$ cat src/rtl/pwm8_pkg.sv
package pwm8_pkg;
  typedef enum logic [1:0] {
    PH_IDLE = 2'd0,
    PH_ARM  = 2'd1,
    PH_RUN  = 2'd2
  } phase_e;

  localparam int unsigned N_CMP  = 2;
  localparam int unsigned CMP_PER = 0;
  localparam int unsigned CMP_DTY = 1;
endpackage

$ cat src/rtl/pwm8_seq.sv
module pwm8_seq
  import pwm8_pkg::*;
(
  input  logic clk_i,
  input  logic rst_ni,
  input  logic run_i,
  input  logic tick_i,
  output logic cnt_en_o,
  output logic clr_o
);
  phase_e ph_q, ph_d;

  always_comb begin
    ph_d = ph_q;
    unique case (ph_q)
      PH_IDLE: if (run_i) ph_d = tick_i ? PH_RUN : PH_ARM;
      PH_ARM:  if (!run_i) ph_d = PH_IDLE; else if (tick_i) ph_d = PH_RUN;
      PH_RUN:  if (!run_i) ph_d = PH_IDLE;
      default: ph_d = PH_IDLE;
    endcase
    if (!run_i) ph_d = PH_IDLE;
  end

  always_ff @(posedge clk_i or negedge rst_ni) begin
    if (!rst_ni) ph_q <= PH_IDLE;
    else         ph_q <= ph_d;
  end

  // first qualified tick after enable is swallowed by IDLE/ARM
  assign cnt_en_o = run_i & tick_i & (ph_q == PH_RUN);
  assign clr_o    = ~run_i;
endmodule

$ cat src/rtl/pwm8_cmp.sv
module pwm8_cmp
  import pwm8_pkg::*;
#(
  parameter int unsigned W = 8
) (
  input  logic [W-1:0] cnt_i,
  input  logic [W-1:0] period_i,
  input  logic [W-1:0] duty_i,
  output logic         hit_per_o,
  output logic         hit_dty_o
);
  logic [W-1:0] ref_val [N_CMP];
  logic [N_CMP-1:0] hit;

  assign ref_val[CMP_PER] = period_i;
  assign ref_val[CMP_DTY] = duty_i;

  for (genvar g = 0; g < N_CMP; g++) begin : g_cmp
    assign hit[g] = (cnt_i == ref_val[g]);
  end

  assign hit_per_o = hit[CMP_PER];
  assign hit_dty_o = hit[CMP_DTY];
endmodule

$ cat src/rtl/pwm8_cnt.sv
module pwm8_cnt #(
  parameter int unsigned W = 8
) (
  input  logic         clk_i,
  input  logic         rst_ni,
  input  logic         clr_i,
  input  logic         en_i,
  input  logic         wrap_i,
  output logic [W-1:0] cnt_o
);
  localparam logic [W-1:0] ONE = W'(1);

  always_ff @(posedge clk_i or negedge rst_ni) begin
    if (!rst_ni)     cnt_o <= '0;
    else if (clr_i)  cnt_o <= '0;
    else if (en_i)   cnt_o <= wrap_i ? '0 : cnt_o + ONE;
  end
endmodule

$ cat src/rtl/pwm8_lvl.sv
module pwm8_lvl (
  input  logic clk_i,
  input  logic rst_ni,
  input  logic clr_i,
  input  logic en_i,
  input  logic hit_per_i,
  input  logic hit_dty_i,
  output logic act_o,
  output logic irq_o
);
  always_ff @(posedge clk_i or negedge rst_ni) begin
    if (!rst_ni) begin
      act_o <= 1'b0;
      irq_o <= 1'b0;
    end else if (clr_i) begin
      act_o <= 1'b0;
      irq_o <= 1'b0;
    end else begin
      irq_o <= en_i & hit_per_i;
      if (en_i) begin
        // period match wins: counter is cleared, so duty cannot also act
        if (hit_per_i)      act_o <= 1'b1;
        else if (hit_dty_i) act_o <= 1'b0;
      end
    end
  end
endmodule

$ cat src/rtl/pwm8_dual_cmp.sv
module pwm8_dual_cmp #(
  parameter int unsigned W = 8
) (
  input  logic         clk_i,
  input  logic         rst_ni,
  input  logic         tick_i,
  input  logic         run_i,
  input  logic         inv_i,
  input  logic [W-1:0] period_i,
  input  logic [W-1:0] duty_i,
  output logic [W-1:0] count_o,
  output logic         pwm_o,
  output logic         irq_o
);
  logic cnt_en, clr, hit_per, hit_dty, act_q, irq_q;

  pwm8_seq u_seq (
    .clk_i    (clk_i),
    .rst_ni   (rst_ni),
    .run_i    (run_i),
    .tick_i   (tick_i),
    .cnt_en_o (cnt_en),
    .clr_o    (clr)
  );

  pwm8_cmp #(.W(W)) u_cmp (
    .cnt_i     (count_o),
    .period_i  (period_i),
    .duty_i    (duty_i),
    .hit_per_o (hit_per),
    .hit_dty_o (hit_dty)
  );

  pwm8_cnt #(.W(W)) u_cnt (
    .clk_i  (clk_i),
    .rst_ni (rst_ni),
    .clr_i  (clr),
    .en_i   (cnt_en),
    .wrap_i (hit_per),
    .cnt_o  (count_o)
  );

  pwm8_lvl u_lvl (
    .clk_i     (clk_i),
    .rst_ni    (rst_ni),
    .clr_i     (clr),
    .en_i      (cnt_en),
    .hit_per_i (hit_per),
    .hit_dty_i (hit_dty),
    .act_o     (act_q),
    .irq_o     (irq_q)
  );

  // stop takes effect on the pins in the same cycle
  assign pwm_o = (act_q & run_i) ^ inv_i;
  assign irq_o = irq_q & run_i;
endmodule

$ cat config.mk
export PLATFORM = sky130hd
export DESIGN_NAME = pwm8_dual_cmp
export DESIGN_NICKNAME = d
export VERILOG_FILES = /design/src/rtl/pwm8_pkg.sv /design/src/rtl/pwm8_seq.sv /design/src/rtl/pwm8_cmp.sv /design/src/rtl/pwm8_cnt.sv /design/src/rtl/pwm8_lvl.sv /design/src/rtl/pwm8_dual_cmp.sv
export SDC_FILE = /design/constraint.sdc
export NUM_CORES = 1
export LEC_CHECK = 0
export CORE_ASPECT_RATIO = 1.25
export CORE_UTILIZATION = 30
export DETAILED_ROUTE_END_ITERATION = 12
export DONT_BUFFER_PORTS = 1
export PLACE_DENSITY = 0.42
export SLEW_MARGIN = 20
export SYNTH_ARGS = -nofsm -noshare
export SYNTH_HDL_FRONTEND = slang
export SYNTH_HIERARCHICAL = 1
export SYNTH_SLANG_ARGS = --single-unit
$ cat constraint.sdc
create_clock -name clk_i -period 1.7 [get_ports clk_i]
set_input_delay 0.255 -clock clk_i [delete_from_list [all_inputs] [get_ports clk_i]]
set_output_delay 0.255 -clock clk_i [all_outputs]
set_load 0.05 [all_outputs]
==> impl_metrics.csv <==
group,metric,value,unit
pwr,vdd_drop_max,0.3056,mV
critical_path,path_cells,"xnor2_1 > nand4_1 > nor2_1 > nand2b_1 > or4_1 > a31oi_1",
cts,clk_path_buf_depth,2,
timing,fmax,0.6273,GHz
worst_hold_path,min_path_cells,1,
timing,slew_headroom,60.21,%
cts,clkSinkCount,12,
synthesis,synth_fa_ha_area_share,1.577,%
critical_path,path_class,"reg2reg",
floorplanning,die_h,59.49,um
critical_path,r2r-end,"u_cnt/cnt_o[6]",
routing,dr_total_vias,656,
cts,htree_levels,1,
timing,finalMaxSlewViolations,0,
synthesis,ys_ff_latch,12,
floorplanning,die_x,48.00,um
pwr,p_leak,0.3722,nW
routing,wl_per_cell,15.33,um
cts,numCtsBuffers,3,
cts,clk_pin_slew_worst_paths,0.08,ns
critical_path,slowest_stage,"dfrtp_2",
timing,final_hold_viol_count,0,
critical_path,critPathRequiredTime,1.89,ns
pwr,pwr_density_cell,605.0,mW/mm2
timing,min_period,1.594,ns
worst_hold_path,hp-start,"tick_i",
floorplanning,core-area,0.002477,mm2
synthesis,muxShareOfSynthArea,1.262,%
synthesis,ys_seq_area_share,37.85,%
routing,first_pass_iters,4,
critical_path,critPathCaptureType,"flip-flop",
synthesis,synth_simple_gate_area_share,23.03,%
synthesis,synth_nets,107,
timing,tightest_slew,0.5949,ns
job,cap_viol_max_count,0,
synthesis,synth_flop_cell,"dfrtp_1",
synthesis,yosysTopAreaCellShare,37.85,%
synthesis,synth_compound_area_share,11.99,%
routing,ant_nets,0,
global_route,grt_max_degree,13,
synthesis,syn_inst,85,
timing,rsz0062_at_grt,"false",
final_layout,antenna-diode-count,0,
critical_path,start_kind,"flip-flop",
timing,post-route-period-util,93.78,%
final_layout,fin_area,975.9,um2
final_layout,multi_input_area,475.5,um2
synthesis,yosys-top-cells-count,"xnor2_1, dfrtp_1, nor2_1, nand2b_1",
floorplanning,die_area,0.002855,mm2
synthesis,synth-edff-count,0,
synthesis,synth_area,793.3,um2
placed_design,gp_congestion,0.7394,
worst_hold_path,hold_class,"in2reg",
critical_path,path_max_fanout,6,
routing,drc_errors,0,
final_layout,seq_area,310.3,um2
critical_path,rr_startpoint,"u_cnt/cnt_o[5]",
run_status,status,"finished clean",
cts,tritoncts,"done",
global_route,grt_use_total,17.29,%
critical_path,r2r_slack,0.11,ns
global_route,grt_antenna_before_repair,0,
global_route,grt_util_met3,3.049,%
global_route,grt-busiest-layer,"met2",
final_layout,area_growth,23.03,%
synthesis,synth.distinct_cells,27,
critical_path,r2r_cells,6,
final_layout,drive_above_1_share,28.43,%
worst_hold_path,hold_path_end,"u_seq/ph_q[0]",
global_route,grt_pass1_wl,3.332,mm
synthesis,syn_area_per_cell,9.332,um2
floorplanning,start_util,32.02,%
global_route,grt_pass1_vias,716,
placed_design,place_hpwl,1.628,mm
final_layout,fillers,261,
final_layout,nNetsFinal,125,
routing,post_drt_via_cell_ratio,4.859,
synthesis,async_flop_share,100.0,%
routing,drtIter0Drc,11,
placed_design,numPortBuffers,0,
cts,clk_latency,0.27,ns
synthesis,synth-xor-area-share,22.08,%
critical_path,arrival,1.79,ns
timing,clock_skew,0.006989,ns
global_route,overflow,0,
synthesis,ys_top_cells_by_area,"dfrtp_1, xnor2_1, nand2b_1",
cts,root_buffer,"clkbuf_4",
routing,routed_wirelength,2.070,mm
global_route,met1_usage,23.03,%
timing,tns,0,ns
synthesis,yosysTopAreaCell,"dfrtp_1",
synthesis,synth_most_common_cell,"xnor2_1",
timing,finalSetupViolations,0,
global_route,gr-usage-met2,26.25,%
synthesis,synth_top_family_by_area,"simple AND/OR/NAND/NOR gates",
critical_path,slowest_delay,0.47,ns
floorplanning,placementRows,20,
floorplanning,io_pins,31,
synthesis,yosysWarnings,6,
placed_design,placed_area,939.7,um2
repair_timing:
action,CTS,global route
hold buffers,1,0
buffers inserted,0,0
resized for setup,0,0
hold endpoints to repair,12,0
layout make-up:
cell class / instances / share of cell area, %
Multi-Input combinational cell: 69 / 48.72
Sequential cell: 12 / 31.79
Timing Repair Buffer: 15 / 11.79
Tap cell: 33 / 4.231
Clock buffer: 4 / 2.692
Inverter: 2 / 0.7692
per-stage QoR:
| stage | util (%) | setup slack [ns] | instances | hold WS (ns) | power (mW) |
|---|---|---|---|---|---|
| after floorplan | - | 0.05357 | 85 | -0.04059 | 0.3803 |
| after global placement | 37.93 | 0.08219 | 130 | -0.04024 | 0.4046 |
| after detailed placement | 37.93 | 0.1215 | 130 | -0.04024 | 0.4046 |
| after CTS | 39.39 | 0.1000 | 135 | 0.04006 | 0.6070 |
| after global routing | 39.39 | 0.0003810 | 135 | 0.03088 | 0.6317 |
| final | 39.39 | 0.1058 | 135 | 0.05577 | 0.5904 |
report_power, final:
| group | switching (mW) | total, mW | internal (mW) |
|---|---|---|---|
| Clock | 0.0941 | 0.185 | 0.0907 |
| Sequential | 0.00605 | 0.300 | 0.294 |
| Combinational | 0.0614 | 0.106 | 0.0444 |
critical path, delay by kind of cell, from the launching register on:
| kind | cells | cell delay [ns] |
|---|---|---|
| compound gates | 1 | 0.17 |
| xor+xnor | 1 | 0.17 |
| flops | 1 | 0.47 |
| simple gates | 4 | 0.71 |
cells by family (layout without fill, tap and decap cells):
kind of cell    count (synthesis)  after routing
simple gates                   33             33
xor+xnor                       20             20
compound gates                 14             14
flops                          12             12
buf+inv                         4             21
fa+ha+maj                       1              1
mux                             1              1
worst max path at each step:
stage,from,end
after floorplan,u_cnt/cnt_o[3],u_cnt/cnt_o[7]
after global placement,u_cnt/cnt_o[5],u_cnt/cnt_o[6]
after detailed placement,u_cnt/cnt_o[5],u_cnt/cnt_o[6]
after CTS,u_cnt/cnt_o[5],u_cnt/cnt_o[6]
after global routing,u_cnt/cnt_o[5],u_cnt/cnt_o[7]
final,u_cnt/cnt_o[5],u_cnt/cnt_o[6]
state kept, by name, summed over array words and instances (netlist names):
register / cells
u_lvl/act_o: 1
u_seq/ph_q: 2
u_cnt/cnt_o: 8
u_lvl/irq_o: 1
metal layers:
layer	share of wire, %	vias up
met5	0	-
met4	0.92	0
met3	4.7	2
met2	48	23
met1	47	304
li1	-	327
cells in the final DEF, fill, tap and decap left out, drive strengths merged:
master / Yosys / final
dlygate4sd3: 0 / 1
a21oi: 4 / 4
or4: 2 / 2
a31oi: 2 / 2
nor2b: 2 / 2
inv: 2 / 2
nand3: 1 / 1
o2111ai: 2 / 2
clkbuf: 1 / 4
xor2: 3 / 3
mux2i: 1 / 1
nor3: 1 / 1
nand2: 4 / 4
and2: 1 / 1
nand3b: 1 / 1
a21o: 1 / 1
nor2: 9 / 9
or3: 1 / 1
xnor2: 17 / 17
ha: 1 / 1
buf: 1 / 14
nand2b: 6 / 6
nand4: 5 / 5
a21bo: 1 / 1
dfrtp: 12 / 12
o21ai: 4 / 4
Power figures use the tool's default switching activity.
